**config.mk**
```make
export PLATFORM = sky130hd
export DESIGN_NAME = supply_reset_supervisor
export DESIGN_NICKNAME = d
export VERILOG_FILES = /design/src/rtl/sup_pkg.sv /design/src/rtl/sup_dly_counter.sv /design/src/rtl/sup_sec_monitor.sv /design/src/rtl/supply_reset_supervisor.sv
export SDC_FILE = /design/constraint.sdc
export NUM_CORES = 1
export LEC_CHECK = 0
export ABC_CLOCK_PERIOD_IN_PS = 7880
export BUFFER_PORTS_ARGS = -buffer_cell sky130_fd_sc_hd__buf_2
export CAP_MARGIN = 10
export CORE_MARGIN = 1.5
export CORE_UTILIZATION = 45
export DETAILED_ROUTE_END_ITERATION = 8
export PLACE_DENSITY = 0.73
export SLEW_MARGIN = 5
export SYNTH_ARGS = -nofsm -noshare
export SYNTH_HDL_FRONTEND = slang
export SYNTH_SLANG_ARGS = --single-unit
```
**constraint.sdc**
```tcl
create_clock -name clk -period 7.88 [get_ports clk]
set_clock_uncertainty 0.15 [all_clocks]
set_input_delay 1.182 -clock clk [delete_from_list [all_inputs] [get_ports clk]]
set_output_delay 1.182 -clock clk [all_outputs]
set_load 0.005 [all_outputs]
```
**src/rtl/sup_pkg.sv**
```systemverilog
package sup_pkg;
    localparam int unsigned SEL_W   = 2;
    localparam int unsigned NUM_DLY = 1 << SEL_W;

    typedef struct packed {
        logic rst;
        logic pfail;
    } sup_state_t;

    localparam sup_state_t SUP_RESET = '{rst: 1'b1, pfail: 1'b0};
endpackage

```
**src/rtl/sup_dly_counter.sv**
```systemverilog
module sup_dly_counter #(
    parameter int unsigned DLY0 = 16,
    parameter int unsigned DLY1 = 64,
    parameter int unsigned DLY2 = 256,
    parameter int unsigned DLY3 = 1024,
    localparam int unsigned MAXA = (DLY0 > DLY1) ? DLY0 : DLY1,
    localparam int unsigned MAXB = (DLY2 > DLY3) ? DLY2 : DLY3,
    localparam int unsigned MAXD = (MAXA > MAXB) ? MAXA : MAXB,
    localparam int unsigned CW   = $clog2(MAXD + 1)
) (
    input  logic                     clk,
    input  logic                     rst_n,
    input  logic                     clear_i,
    input  logic [sup_pkg::SEL_W-1:0] sel_i,
    output logic                     done_o
);
    typedef struct packed {
        logic [CW-1:0] cnt;
        logic [CW-1:0] lim;
    } cnt_state_t;

    cnt_state_t    st_d, st_q;
    logic [CW-1:0] sel_lim;
    logic [CW-1:0] lim_eff;

    always_comb begin
        unique case (sel_i)
            2'd0:    sel_lim = CW'(DLY0);
            2'd1:    sel_lim = CW'(DLY1);
            2'd2:    sel_lim = CW'(DLY2);
            default: sel_lim = CW'(DLY3);
        endcase
    end

    always_comb begin
        st_d    = st_q;
        lim_eff = (st_q.cnt == '0) ? sel_lim : st_q.lim;
        done_o  = 1'b0;
        if (clear_i) begin
            st_d.cnt = '0;
        end else begin
            st_d.lim = lim_eff;
            if (st_q.cnt == lim_eff - CW'(1)) begin
                done_o   = 1'b1;
                st_d.cnt = '0;
            end else begin
                st_d.cnt = st_q.cnt + CW'(1);
            end
        end
    end

    always_ff @(posedge clk or negedge rst_n) begin
        if (!rst_n) st_q <= '0;
        else        st_q <= st_d;
    end
endmodule

```
**src/rtl/sup_sec_monitor.sv**
```systemverilog
module sup_sec_monitor (
    input  logic clk,
    input  logic rst_n,
    input  logic sec_ok_i,
    input  logic vmin_ok_i,
    output logic fail_o
);
    logic fail_d, fail_q;

    always_comb begin
        fail_d = vmin_ok_i & ~sec_ok_i;
    end

    always_ff @(posedge clk or negedge rst_n) begin
        if (!rst_n) fail_q <= 1'b0;
        else        fail_q <= fail_d;
    end

    assign fail_o = fail_q;
endmodule

```
**src/rtl/supply_reset_supervisor.sv**
```systemverilog
module supply_reset_supervisor #(
    parameter int unsigned DLY0 = 16,
    parameter int unsigned DLY1 = 64,
    parameter int unsigned DLY2 = 256,
    parameter int unsigned DLY3 = 1024,
    localparam int unsigned MINA = (DLY0 < DLY1) ? DLY0 : DLY1,
    localparam int unsigned MINB = (DLY2 < DLY3) ? DLY2 : DLY3,
    localparam int unsigned MIN_DLY = (MINA < MINB) ? MINA : MINB
) (
    input  logic       clk,
    input  logic       rst_n,
    input  logic       pri_ok_i,
    input  logic       sec_ok_i,
    input  logic       vmin_ok_i,
    input  logic       man_rst_ni,
    input  logic [1:0] dly_sel_i,
    output logic       sys_rst_o,
    output logic       sys_rst_no,
    output logic       pri_fail_o,
    output logic       sec_fail_o
);
    import sup_pkg::*;

    sup_state_t st_d, st_q;
    logic       hold;
    logic       done;

    assign hold = ~pri_ok_i | ~vmin_ok_i | ~man_rst_ni;

    sup_dly_counter #(
        .DLY0(DLY0), .DLY1(DLY1), .DLY2(DLY2), .DLY3(DLY3)
    ) u_cnt (
        .clk    (clk),
        .rst_n  (rst_n),
        .clear_i(hold | ~st_q.rst),
        .sel_i  (dly_sel_i),
        .done_o (done)
    );

    sup_sec_monitor u_sec (
        .clk      (clk),
        .rst_n    (rst_n),
        .sec_ok_i (sec_ok_i),
        .vmin_ok_i(vmin_ok_i),
        .fail_o   (sec_fail_o)
    );

    always_comb begin
        st_d = st_q;
        if (hold)      st_d.rst = 1'b1;
        else if (done) st_d.rst = 1'b0;

        if (!vmin_ok_i)     st_d.pfail = 1'b0;
        else if (!pri_ok_i) st_d.pfail = 1'b1;
        else if (done)      st_d.pfail = 1'b0;
    end

    always_ff @(posedge clk or negedge rst_n) begin
        if (!rst_n) st_q <= SUP_RESET;
        else        st_q <= st_d;
    end

    assign sys_rst_o  = st_q.rst;
    assign sys_rst_no = ~st_q.rst;
    assign pri_fail_o = st_q.pfail;
endmodule

```
==> flow_summary.toml <==
[cts]
cts_inserted_buffers = 3
cts_tree = "built"
hold_buffers = 0
cts_root_buf = "clkbuf_8"
cts_sinks = 25
clk_latency_ns = 0.27
cts_max_level = 1
clockBufferDepth = 2
clk_pin_slew_ns = 0.09
postCtsSetupBuffers = 0
cts_resized = 0

[routing]
vias_per_cell = 5.92
top_layer = "met4"
routed-via-count = 1599
drt_iter0_markers = 142
drtAntennaViolNets = 0
wirelength_met1_um = 2020
postRouteWirelength_um = 4330
drc_errors = 0
met3_length_um = 291
first_pass_iters = 4
avgRoutedWirePerCell_um = 16.0
wl_met2_um = 1990

[worst_setup_path]
cp.arrival_ns = 3.97
critPathBufInv = 1
cp_common_cell = "ha_1"
crit_path_start_kind = "flop"
worstPathCellList = "inv_1 -> ha_1 -> nor4b_4 -> nand3_4 -> nand2_1 -> ha_1 -> xnor2_1 -> mux2i_1 -> a22o_1 -> a32o_1 -> o211ai_1 -> or3_1 -> o311a_1"
crit_family = "simple AND/OR/NAND/NOR gates"
path_max_fanout = 18
critPathCaptureType = "flop"
crit_type = "flop to flop"
max_stage_delay_ns = 0.50
critPathRequiredTime_ns = 7.90
slowest_stage = "dfrtp_1"

[sta]
slew_headroom_pct = 50.0
worst_pin_slew_ns = 0.748
tns_ns = 0
rsz0062_at_grt = "false"
setup-violations-final = 0
drv_slew = 0
fmax_mhz = 253
fin_crit_ns = 3.95
period_share_pct = 50.1
hold_violations = 0
fin_hold_ws_ns = 0.395

[power_and_ir_drop]
finalPower_mw = 0.270
cellPowerDensity_nw_per_um2 = 130
leakage_nw = 0.899
irDropWorstVdd_mv = 0.0795

[floorplanning]
io-pin-count = 12
dieArea_um2 = 4830
die_x_um = 69.5
die_h_um = 69.5
start_util_pct = 48.3
row_count = 23
core-area_um2 = 4120

[logic_synthesis]
synth_top_area_share_pct = 30.2
yosysWarnings = 0
synth-edff-count = 0
ys_types = 59
syn-mean-instance-area_um2 = 9.08
synth_mux_area_share_pct = 4.34
synth-compound-area-share_pct = 14.0
ys_ff_latch = 25
yosys-top-cells-area = "dfrtp_1, nor3_2, nand3_1"
async_flop_share_pct = 100
synthFlopType = "dfrtp_1"
synth_top_family_by_area = "simple AND/OR/NAND/NOR gates"
synth-xor-area-share_pct = 7.05
ys_seq_area_share_pct = 31.5
synthCells = 219
synthSimpleGateAreaFrac_pct = 35.7
yosys.area.top_type = "dfrtp_1"
synth_area_um2 = 1990
syn_nets = 230
synthAdderAreaFrac_pct = 1.89

[placed_design]
dp_hpwl_um = 3250
globalplace.congestion = 0.973
numPortBuffers = 11

[global_route]
grt_max_degree = 26
overflow = 0
grt_pass1_vias = 1479
grt_first_pass_wirelength_um = 7400
grt_antenna_before_repair = 0
track_usage_pct = 18.9

[cells_and_area]
num_antenna_cells = 0
fin_util_pct = 50.6
layout.nets = 232
syn2layout_area_growth_pct = 4.72
drive_above_1_share_pct = 20.5

[flow_run]
drv_cap = 0

[min_path]
hold_path_class = "flop to flop"

[outcome]
outcome = "complete, no violations"
==> path summary, 6_finish.rpt <==
path / cells past startpoint / from / end / slack, ns
min reg2reg: 2 / sys_rst_o$_DFFE_PN1P_ / sys_rst_o$_DFFE_PN1P_ / 0.39
min: 2 / sys_rst_o$_DFFE_PN1P_ / sys_rst_o$_DFFE_PN1P_ / 0.39
max in group asynchronous: 1 / rst_n / sys_rst_o$_DFFE_PN1P_ / 6.46
max: 13 / u_cnt.st_q[11]$_DFF_PN0_ / pri_fail_o$_DFFE_PN0P_ / 3.93
max reg2reg: 13 / u_cnt.st_q[11]$_DFF_PN0_ / pri_fail_o$_DFFE_PN0P_ / 3.93
min in group asynchronous: 1 / rst_n / u_cnt.st_q[0]$_DFFE_PN0P_ / 0.74
==> cell usage after synthesis, drive strengths merged, types with 2 or more instances <==
library cell,n
ha,3
clkbuf,9
nor4,7
nor3,13
nand4,4
o21bai,2
nor2b,3
a21oi,9
a31o,2
mux2,2
or3,7
xor2,9
nand2,13
dfrtp,24
or4,2
and3b,2
xnor2,7
buf,6
mux2i,6
and2,6
nor3b,2
nor2,11
o21ai,9
nand3,18
nor4b,2
and3,5
inv,8
o211ai,4
or2,3
nand2b,6
==> state kept, by name, indices dropped and copies added (netlist names) <==
| name | cells |
|---|---|
| u_sec.fail_o | 1 |
| sys_rst_o | 1 |
| pri_fail_o | 1 |
| u_cnt.st_q | 22 |
==> logic make-up (layout without fill, tap and decap cells) <==
logic type / after synthesis / after routing
and+or+nand+nor: 106 / 106
AOI/OAI and AO/OA: 38 / 38
DFF: 25 / 25
buffers and inverters: 23 / 24
xor gates and xnor gates: 16 / 16
muxes: 8 / 8
adders and majority gates: 3 / 3
==> stage by stage <==
| step | setup WS (ns) | std cells | area, µm² |
|---|---|---|---|
| 2_1_floorplan | 4.34 | 219 | 1990 |
| 3_3_place_gp | 4.13 | 266 | 2030 |
| 3_5_place_dp | 3.99 | 266 | 2030 |
| 4_1_cts | 3.96 | 270 | 2080 |
| 5_1_grt | 3.58 | 270 | 2080 |
| 6_report | 3.93 | 270 | 2080 |
==> power by group <==
| group | internal [mW] | switching (mW) | total, mW |
|---|---|---|---|
| clock network | 0.0359 | 0.0439 | 0.0798 |
| logic | 0.0241 | 0.0278 | 0.0519 |
| registers | 0.132 | 0.00636 | 0.138 |
==> layout make-up <==
class | instances | area [µm²]
clock buffer | 3 | 41.3
timing repair buffer | 12 | 62.6
clock inverter | 1 | 7.51
sequential | 25 | 627
fill | 387 | 2030
tap | 50 | 62.6
inverter | 8 | 30.0
multi-input combinational | 171 | 1250
==> cell usage in the layout, fill, tap and decap left out, types with 2 or more instances in the layout <==
cell,synthesis,routed
or2_2,3,3
buf_2,3,11
nor3_2,9,9
nand4_1,4,4
or3_1,6,6
ha_1,3,3
or4_1,2,2
dfrtp_1,24,24
nand2_1,13,13
nor3b_1,2,2
nor3_1,4,4
xnor2_1,7,7
and3b_1,2,2
nand2b_1,6,6
a31o_2,2,2
nor2b_1,3,3
nor2_2,2,2
and3_2,2,2
nor4_4,2,2
a21oi_1,8,8
clkbuf_8,0,3
inv_1,8,8
o211ai_1,4,4
o21ai_0,8,8
o21bai_1,2,2
mux2i_1,6,6
nand3_1,17,17
and3_1,3,3
nor4_1,4,4
xor2_1,9,9
and2_1,6,6
nor2_1,9,9
==> per-layer routing <==
layer  GRT usage, %  vias to the layer above
li1               -                      799
met1           26.5                      758
met2           30.2                       40
met3           4.07                        2
met4           3.92                        0
met5              0                        -
==> worst reg2reg max path, stage by stage, from the launching register on <==
cell and delay, ns:
dfrtp_1 0.50, inv_1 0.14, ha_1 0.15, nor4b_4 0.41, nand3_4 0.29, nand2_1 0.16, ha_1 0.45, xnor2_1 0.26
mux2i_1 0.23, a22o_1 0.15, a32o_1 0.16, o211ai_1 0.14, or3_1 0.33, o311a_1 0.32
(Power assumes the default switching activity.)
